==> config.mk <==
export PLATFORM = sky130hd
export DESIGN_NAME = opc_ctrl
export DESIGN_NICKNAME = d
export VERILOG_FILES = /design/src/rtl/opc_pkg.sv /design/src/rtl/opc_table.sv /design/src/rtl/opc_stab.sv /design/src/rtl/opc_seq.sv /design/src/rtl/opc_ctrl.sv
export SDC_FILE = /design/constraint.sdc
export NUM_CORES = 2
export LEC_CHECK = 0
export BUFFER_PORTS_ARGS = -buffer_cell sky130_fd_sc_hd__clkbuf_2
export CAP_MARGIN = 20
export CORE_MARGIN = 2
export CORE_UTILIZATION = 50
export CTS_CLUSTER_SIZE = 10
export DETAILED_ROUTE_END_ITERATION = 16
export PLACE_DENSITY = 0.68
export REMOVE_ABC_BUFFERS = 1
export SKIP_CTS_REPAIR_TIMING = 1
export SLEW_MARGIN = 20
export SYNTH_ARGS = -nofsm -noshare
export SYNTH_HDL_FRONTEND = slang
export SYNTH_HIERARCHICAL = 1
export SYNTH_SLANG_ARGS = --single-unit
==> constraint.sdc <==
create_clock -name clk -period 8.12 [get_ports clk]
set_input_delay 0 -clock clk [delete_from_list [all_inputs] [get_ports clk]]
set_output_delay 0 -clock clk [all_outputs]
set_load 0.03 [all_outputs]
==> src/rtl/opc_pkg.sv <==
package opc_pkg;

    localparam int TEMP_W   = 2;
    localparam int DROOP_W  = 2;
    localparam int LOAD_W   = 2;
    localparam int IDX_W    = TEMP_W + DROOP_W + LOAD_W;
    localparam int VOLT_W   = 8;
    localparam int BIAS_W   = 6;
    localparam int FREQ_W   = 8;
    localparam int TMR_W    = 8;

    localparam logic [VOLT_W-1:0] VOLT_RST = 8'hC0;
    localparam logic [TMR_W-1:0]  DEF_TV   = 8'd4;
    localparam logic [TMR_W-1:0]  DEF_TB   = 8'd3;
    localparam logic [TMR_W-1:0]  DEF_TF   = 8'd2;
    localparam logic [TMR_W-1:0]  DEF_STAB = 8'd3;

    typedef struct packed {
        logic [VOLT_W-1:0] volt;
        logic [BIAS_W-1:0] bias;
        logic [FREQ_W-1:0] freq;
    } op_point_t;

    typedef enum logic [1:0] {KNOB_VOLT, KNOB_BIAS, KNOB_FREQ} knob_e;
    typedef enum logic [1:0] {PH_IDLE, PH_APPLY, PH_WAIT} phase_e;

    typedef struct packed {
        logic [TMR_W-1:0] t_volt;
        logic [TMR_W-1:0] t_bias;
        logic [TMR_W-1:0] t_freq;
        logic [TMR_W-1:0] stab_n;
    } ctl_cfg_t;

    // Which knob a step of the sequence touches, given the direction.
    function automatic knob_e step_knob(input logic up, input logic [1:0] step);
        knob_e k;
        case (step)
            2'd0:    k = up ? KNOB_VOLT : KNOB_FREQ;
            2'd1:    k = KNOB_BIAS;
            default: k = up ? KNOB_FREQ : KNOB_VOLT;
        endcase
        return k;
    endfunction

    function automatic logic droop_severe(input logic [DROOP_W-1:0] d);
        return &d;
    endfunction

endpackage

==> src/rtl/opc_table.sv <==
module opc_table
    import opc_pkg::*;
#(
    parameter int IW = IDX_W
) (
    input  logic          clk,
    input  logic          rst,
    input  logic          we,
    input  logic [IW-1:0] waddr,
    input  op_point_t     wdata,
    input  logic [IW-1:0] raddr,
    output op_point_t     rdata
);
    localparam int DEPTH = 1 << IW;

    op_point_t mem [DEPTH];

    always_ff @(posedge clk) begin
        if (rst) begin
            for (int i = 0; i < DEPTH; i++) begin
                mem[i] <= '0;
            end
        end else if (we) begin
            mem[waddr] <= wdata;
        end
    end

    assign rdata = mem[raddr];

    // a write is visible at its address on the following cycle
    a_r2_write_lands: assert property (@(posedge clk) disable iff (rst)
        we |=> (mem[$past(waddr)] == $past(wdata)));

endmodule

==> src/rtl/opc_stab.sv <==
module opc_stab
    import opc_pkg::*;
#(
    parameter int IW = IDX_W,
    parameter int TW = TMR_W
) (
    input  logic          clk,
    input  logic          rst,
    input  logic [IW-1:0] idx_i,
    input  logic [TW-1:0] need_i,
    output logic          stable_o,
    output logic [IW-1:0] cand_o
);
    logic [IW-1:0] cand;
    logic [TW-1:0] cnt;

    always_ff @(posedge clk) begin
        if (rst) begin
            cand <= '0;
            cnt  <= '0;
        end else if (idx_i != cand) begin
            cand <= idx_i;
            cnt  <= '0;
        end else if (cnt < need_i) begin
            cnt <= cnt + 1'b1;
        end
    end

    assign stable_o = (idx_i == cand) && (cnt >= need_i);
    assign cand_o   = cand;

    // an index that has just changed is never accepted in that cycle
    a_r3_fresh_index_not_stable: assert property (@(posedge clk) disable iff (rst)
        (idx_i != $past(idx_i)) |-> !stable_o);

endmodule

==> src/rtl/opc_seq.sv <==
module opc_seq
    import opc_pkg::*;
#(
    parameter int IW = IDX_W,
    parameter int TW = TMR_W
) (
    input  logic          clk,
    input  logic          rst,
    input  logic          stable_i,
    input  logic [IW-1:0] cand_i,
    input  logic          severe_i,
    input  op_point_t     entry_i,
    input  ctl_cfg_t      cfg_i,
    output op_point_t     point_o,
    output logic          busy_o
);
    phase_e        phase;
    logic [1:0]    step;
    logic          up;
    logic [TW-1:0] timer;
    op_point_t     tgt;
    op_point_t     pt;
    logic [IW-1:0] seq_idx;
    logic [IW-1:0] cur_idx;
    logic          resync;

    knob_e         knob;
    logic [TW-1:0] settle;
    logic          want_start;
    logic          last_step;

    always_comb begin
        knob = step_knob(up, step);
        case (knob)
            KNOB_VOLT: settle = cfg_i.t_volt;
            KNOB_BIAS: settle = cfg_i.t_bias;
            default:   settle = cfg_i.t_freq;
        endcase
        last_step  = (step == 2'd2);
        want_start = (phase == PH_IDLE) && stable_i && !severe_i &&
                     (resync || (cand_i != cur_idx));
    end

    always_ff @(posedge clk) begin
        if (rst) begin
            phase   <= PH_IDLE;
            step    <= '0;
            up      <= 1'b0;
            timer   <= '0;
            tgt     <= '0;
            seq_idx <= '0;
            cur_idx <= '0;
            resync  <= 1'b1;
            pt      <= '{volt: VOLT_RST, bias: '0, freq: '0};
        end else if (severe_i) begin
            pt.freq <= '0;
            phase   <= PH_IDLE;
            step    <= '0;
            resync  <= 1'b1;
        end else begin
            case (phase)
                PH_IDLE: begin
                    if (want_start) begin
                        tgt     <= entry_i;
                        seq_idx <= cand_i;
                        up      <= (entry_i.freq >= pt.freq);
                        step    <= '0;
                        phase   <= PH_APPLY;
                    end
                end
                PH_APPLY: begin
                    case (knob)
                        KNOB_VOLT: pt.volt <= tgt.volt;
                        KNOB_BIAS: pt.bias <= tgt.bias;
                        default:   pt.freq <= tgt.freq;
                    endcase
                    timer <= settle;
                    phase <= PH_WAIT;
                end
                default: begin
                    if (timer == '0) begin
                        if (last_step) begin
                            phase   <= PH_IDLE;
                            cur_idx <= seq_idx;
                            resync  <= 1'b0;
                        end else begin
                            step  <= step + 1'b1;
                            phase <= PH_APPLY;
                        end
                    end else begin
                        timer <= timer - 1'b1;
                    end
                end
            endcase
        end
    end

    assign point_o = pt;
    assign busy_o  = (phase != PH_IDLE);

    // frequency rises only once voltage and bias already hold the target
    a_r4_freq_rise_after_supply: assert property (@(posedge clk) disable iff (rst)
        (pt.freq > $past(pt.freq)) |-> (pt.volt == tgt.volt && pt.bias == tgt.bias));

    // in a downward move voltage drops only after frequency reached target
    a_r5_volt_drop_after_freq: assert property (@(posedge clk) disable iff (rst)
        ((pt.volt < $past(pt.volt)) && !up) |-> (pt.freq == tgt.freq));

    // one knob per edge
    a_r10_one_knob: assert property (@(posedge clk) disable iff (rst)
        $countones({pt.volt != $past(pt.volt), pt.bias != $past(pt.bias),
                    pt.freq != $past(pt.freq)}) <= 1);

    // severe droop drops the clock and aborts the sequence
    a_r8_droop_cuts_freq: assert property (@(posedge clk) disable iff (rst)
        severe_i |=> (pt.freq == '0 && phase == PH_IDLE));

    // the target in flight is frozen while busy
    a_r7_target_frozen: assert property (@(posedge clk) disable iff (rst)
        (phase != PH_IDLE && !severe_i) |=> $stable(tgt));

endmodule

==> src/rtl/opc_ctrl.sv <==
module opc_ctrl
    import opc_pkg::*;
(
    input  logic               clk,
    input  logic               rst,
    input  logic [TEMP_W-1:0]  temp_code,
    input  logic [DROOP_W-1:0] droop_code,
    input  logic [LOAD_W-1:0]  load_code,
    input  logic               tbl_we,
    input  logic [IDX_W-1:0]   tbl_addr,
    input  logic [VOLT_W-1:0]  tbl_volt,
    input  logic [BIAS_W-1:0]  tbl_bias,
    input  logic [FREQ_W-1:0]  tbl_freq,
    input  logic               cfg_we,
    input  logic [1:0]         cfg_addr,
    input  logic [TMR_W-1:0]   cfg_data,
    output logic [VOLT_W-1:0]  volt_req,
    output logic [BIAS_W-1:0]  bias_code,
    output logic [FREQ_W-1:0]  freq_req,
    output logic               busy
);
    ctl_cfg_t        cfg;
    logic [IDX_W-1:0] idx;
    logic [IDX_W-1:0] cand;
    logic             stable;
    logic             severe;
    op_point_t        entry;
    op_point_t        wentry;
    op_point_t        point;

    always_ff @(posedge clk) begin
        if (rst) begin
            cfg <= '{t_volt: DEF_TV, t_bias: DEF_TB, t_freq: DEF_TF, stab_n: DEF_STAB};
        end else if (cfg_we) begin
            case (cfg_addr)
                2'd0:    cfg.t_volt <= cfg_data;
                2'd1:    cfg.t_bias <= cfg_data;
                2'd2:    cfg.t_freq <= cfg_data;
                default: cfg.stab_n <= cfg_data;
            endcase
        end
    end

    assign idx    = {temp_code, droop_code, load_code};
    assign severe = droop_severe(droop_code);
    assign wentry = '{volt: tbl_volt, bias: tbl_bias, freq: tbl_freq};

    opc_table #(.IW(IDX_W)) u_table (
        .clk   (clk),
        .rst   (rst),
        .we    (tbl_we),
        .waddr (tbl_addr),
        .wdata (wentry),
        .raddr (cand),
        .rdata (entry)
    );

    opc_stab #(.IW(IDX_W), .TW(TMR_W)) u_stab (
        .clk      (clk),
        .rst      (rst),
        .idx_i    (idx),
        .need_i   (cfg.stab_n),
        .stable_o (stable),
        .cand_o   (cand)
    );

    opc_seq #(.IW(IDX_W), .TW(TMR_W)) u_seq (
        .clk      (clk),
        .rst      (rst),
        .stable_i (stable),
        .cand_i   (cand),
        .severe_i (severe),
        .entry_i  (entry),
        .cfg_i    (cfg),
        .point_o  (point),
        .busy_o   (busy)
    );

    assign volt_req  = point.volt;
    assign bias_code = point.bias;
    assign freq_req  = point.freq;

endmodule

==> impl_metrics.ini <==
[clock_tree]
cts_tree = built
htreeDepth = 4
cts_buffers = 173
cts_root_buf = clkbuf_16
clock_path_buffers = 3
path_clk_slew_ns = 0.06
clk_latency_ns = 0.79
cts.sinks = 1524

[global_routing]
grt-ovfl-total = 0
grt_use_total_pct = 26.5
antenna_found_initial = 12
grt_pass1_wl_um = 273000
grt_pass1_vias = 39300
grt_max_degree = 124

[yosys]
synth_top_area_share_pct = 60.2
synth_xor_area_share_pct = 0.175
yosys_warnings = 6
yosys.area_share.simple_pct = 16.3
synthFlopType = edfxtp_1
synth_top_family_by_area = simple AND/OR/NAND/NOR gates
ys_ff_latch = 1524
synth_fa_ha_area_share_pct = 0.410
synth_compound_area_share_pct = 2.85
ys_seq_area_share_pct = 63.5
netlist_area_um2 = 70200
yosys.cell_types.count = 82
synth.avg_cell_area_um2 = 14.7
synth_edf_count = 1408
synth-async-reset-ratio_pct = 0
synth.area.top_cells = edfxtp_1, and2_1, mux4_2
syn_inst = 4777
yosys-mux-area-fraction_pct = 13.5
synth_area_leader_cell = edfxtp_1

[routing]
avgRoutedWirePerCell_um = 28.2
drc = 0
drt_iter0_markers = 4423
wl_um = 188000
routed_via_density = 5.93
dr.pass1.iters = 6
routed-via-count = 39500
final_antenna_net_count = 0

[final_layout]
final_cell_mix = and2_1, edfxtp_1, mux4_2, clkbuf_16, nor2_1
drive_gt1_share_pct = 17.9
num-fill-cells = 11000
multiInputGateArea_um2 = 23300
fin_util_pct = 55.1
final_nets = 4776
syn_to_final_growth_pct = 9.33
stdcell_area_um2 = 76700
final_cells = 6664
regArea_um2 = 44600
layout_commonest_cell = and2_1

[worst_hold_path]
hold_start = tbl_volt[0]
min_path_type = input port to register

[setup_path]
startpoint = u_stab/cand_o[3]
critical_path_class = register to register
crit_fanout = 57
critPathRequiredTime_ns = 8.77
worstPathArrival_ns = 5.49
reg2reg_from = u_stab/cand_o[3]
critPathCaptureType = register
cp-start-kind = register

[power_and_ir_drop]
p_int_mw = 13.3
pwr-share-seq_pct = 52.6
power_frac_comb_pct = 7.1
vdd_drop_max_mv = 0.166
p_per_area_nw_per_um2 = 225
p_leak_nw = 26.3
finalPower_mw = 17.2
switchingPower_mw = 3.92
p_clk_share_pct = 40.3
swShare_pct = 22.7

[outcome]
status = complete, but fails checks
violations = negative hold slack

[placed_design]
io_buffer_count = 70
place_congestion = 0.902
dpl.hpwl_um = 108000
dpl_cell_area_um2 = 71600
placed_cells = 6382

[die]
ios = 71
core_um2 = 139000
dieWidth_um = 379
row_count = 137
die_y_um = 379
start_util_pct = 50.4
dieArea_um2 = 143000

[sta]
rsz0062_at_grt = no
skew_ns = 0.0264
hold_slack_ns = -0.000151
post-route-min-period_ns = 4.84
min_period_over_period_pct = 59.6
fin_tns_setup_ns = 0
drv_slew = 0
tightestPinTransition_ns = 1.11
clock.fmax_mhz = 207
slew_headroom_pct = 25.5
setup_viol = 0
hold_viol_final = 1

[flow_run]
maxCapViolCount = 0
==> Yosys cell counts (36+ instances only) <==
master and instances:
and2_1 1412, edfxtp_1 1408, mux4_2 318, clkbuf_1 314
nor2_1 141, mux2i_1 135, nand2_1 129, dfxtp_1 116
or2_2 67, a21oi_1 63, mux2_2 61, buf_2 48
nand2b_1 41, o21ai_0 38, buf_6 36
==> cell type report <==
type | instances | share of cell area, %
Clock buffer | 241 | 6.07
Tap cell | 1876 | 3.06
Clock inverter | 15 | 0.245
Inverter | 29 | 0.142
Sequential cell | 1524 | 58.1
Antenna cell | 2 | 0.00652
Multi-Input combinational cell | 2770 | 30.4
Timing Repair Buffer | 207 | 1.96
==> worst max-delay path: stages, from the launching register on <==
cell	delay, ns
dfxtp_4	0.75
buf_4	0.77
and2_1	0.56
a22oi_1	0.16
o211ai_1	0.21
nand2_1	0.28
a311oi_1	0.42
ha_1	0.31
a211o_1	0.30
a31oi_1	0.18
nor4_1	0.09
a2111oi_0	0.43
a211oi_1	0.13
==> sequential cells by signal (all words and copies together), names as in the netlist <==
signal         cells
u_stab/cnt         8
u_seq/cur_idx      6
u_seq/seq_idx      6
u_table/mem     1408
u_seq/timer        8
u_seq/phase        2
u_seq/resync       1
cfg               32
u_seq/point_o     22
u_stab/cand_o      6
u_seq/up           1
u_seq/step         2
u_seq/tgt         22
==> logic make-up after synthesis <==
group,after synthesis
compound gates,287
xor+xnor,14
fa+ha+maj,23
buf+inv,483
flops,1524
mux,526
simple gates,1920
==> path summary, 6_finish.rpt <==
kind                          to  slack [ns]  cells past startpoint
min reg2reg    u_seq/point_o[14]        0.46                      2
min          u_table/mem[40][14]     -0.0002                      3
max reg2reg             u_seq/up        3.28                     12
max                     u_seq/up        3.28                     12
==> power by group through the flow <==
stage / Combinational, mW / Sequential (mW) / Clock [mW]
2_1_floorplan: 0.750 / 9.23 / 0
3_3_place_gp: 1.21 / 9.21 / 0
3_5_place_dp: 1.22 / 9.23 / 0
4_1_cts: 1.22 / 9.07 / 7.05
5_1_grt: 1.28 / 9.10 / 7.36
6_report: 1.23 / 9.07 / 6.95
==> metal layers <==
layer | global-route usage [%] | vias up | routed length, um
met5 | 0 | - | 109
met4 | 10.3 | 16 | 7390
met3 | 6.31 | 349 | 16600
met2 | 42.2 | 1721 | 89700
met1 | 35.3 | 20200 | 74500
li1 | - | 17200 | -
==> through the flow <==
stage / setup WS (ns) / hold slack (ns)
floorplan: -8.56 / 0.0646
global placement: 3.46 / 0.251
detailed placement: 3.46 / 0.253
CTS: 3.41 / -0.568
global route: 3.14 / 0.0132
finish: 3.28 / -0.000151
Power figures use the tool's default switching activity.
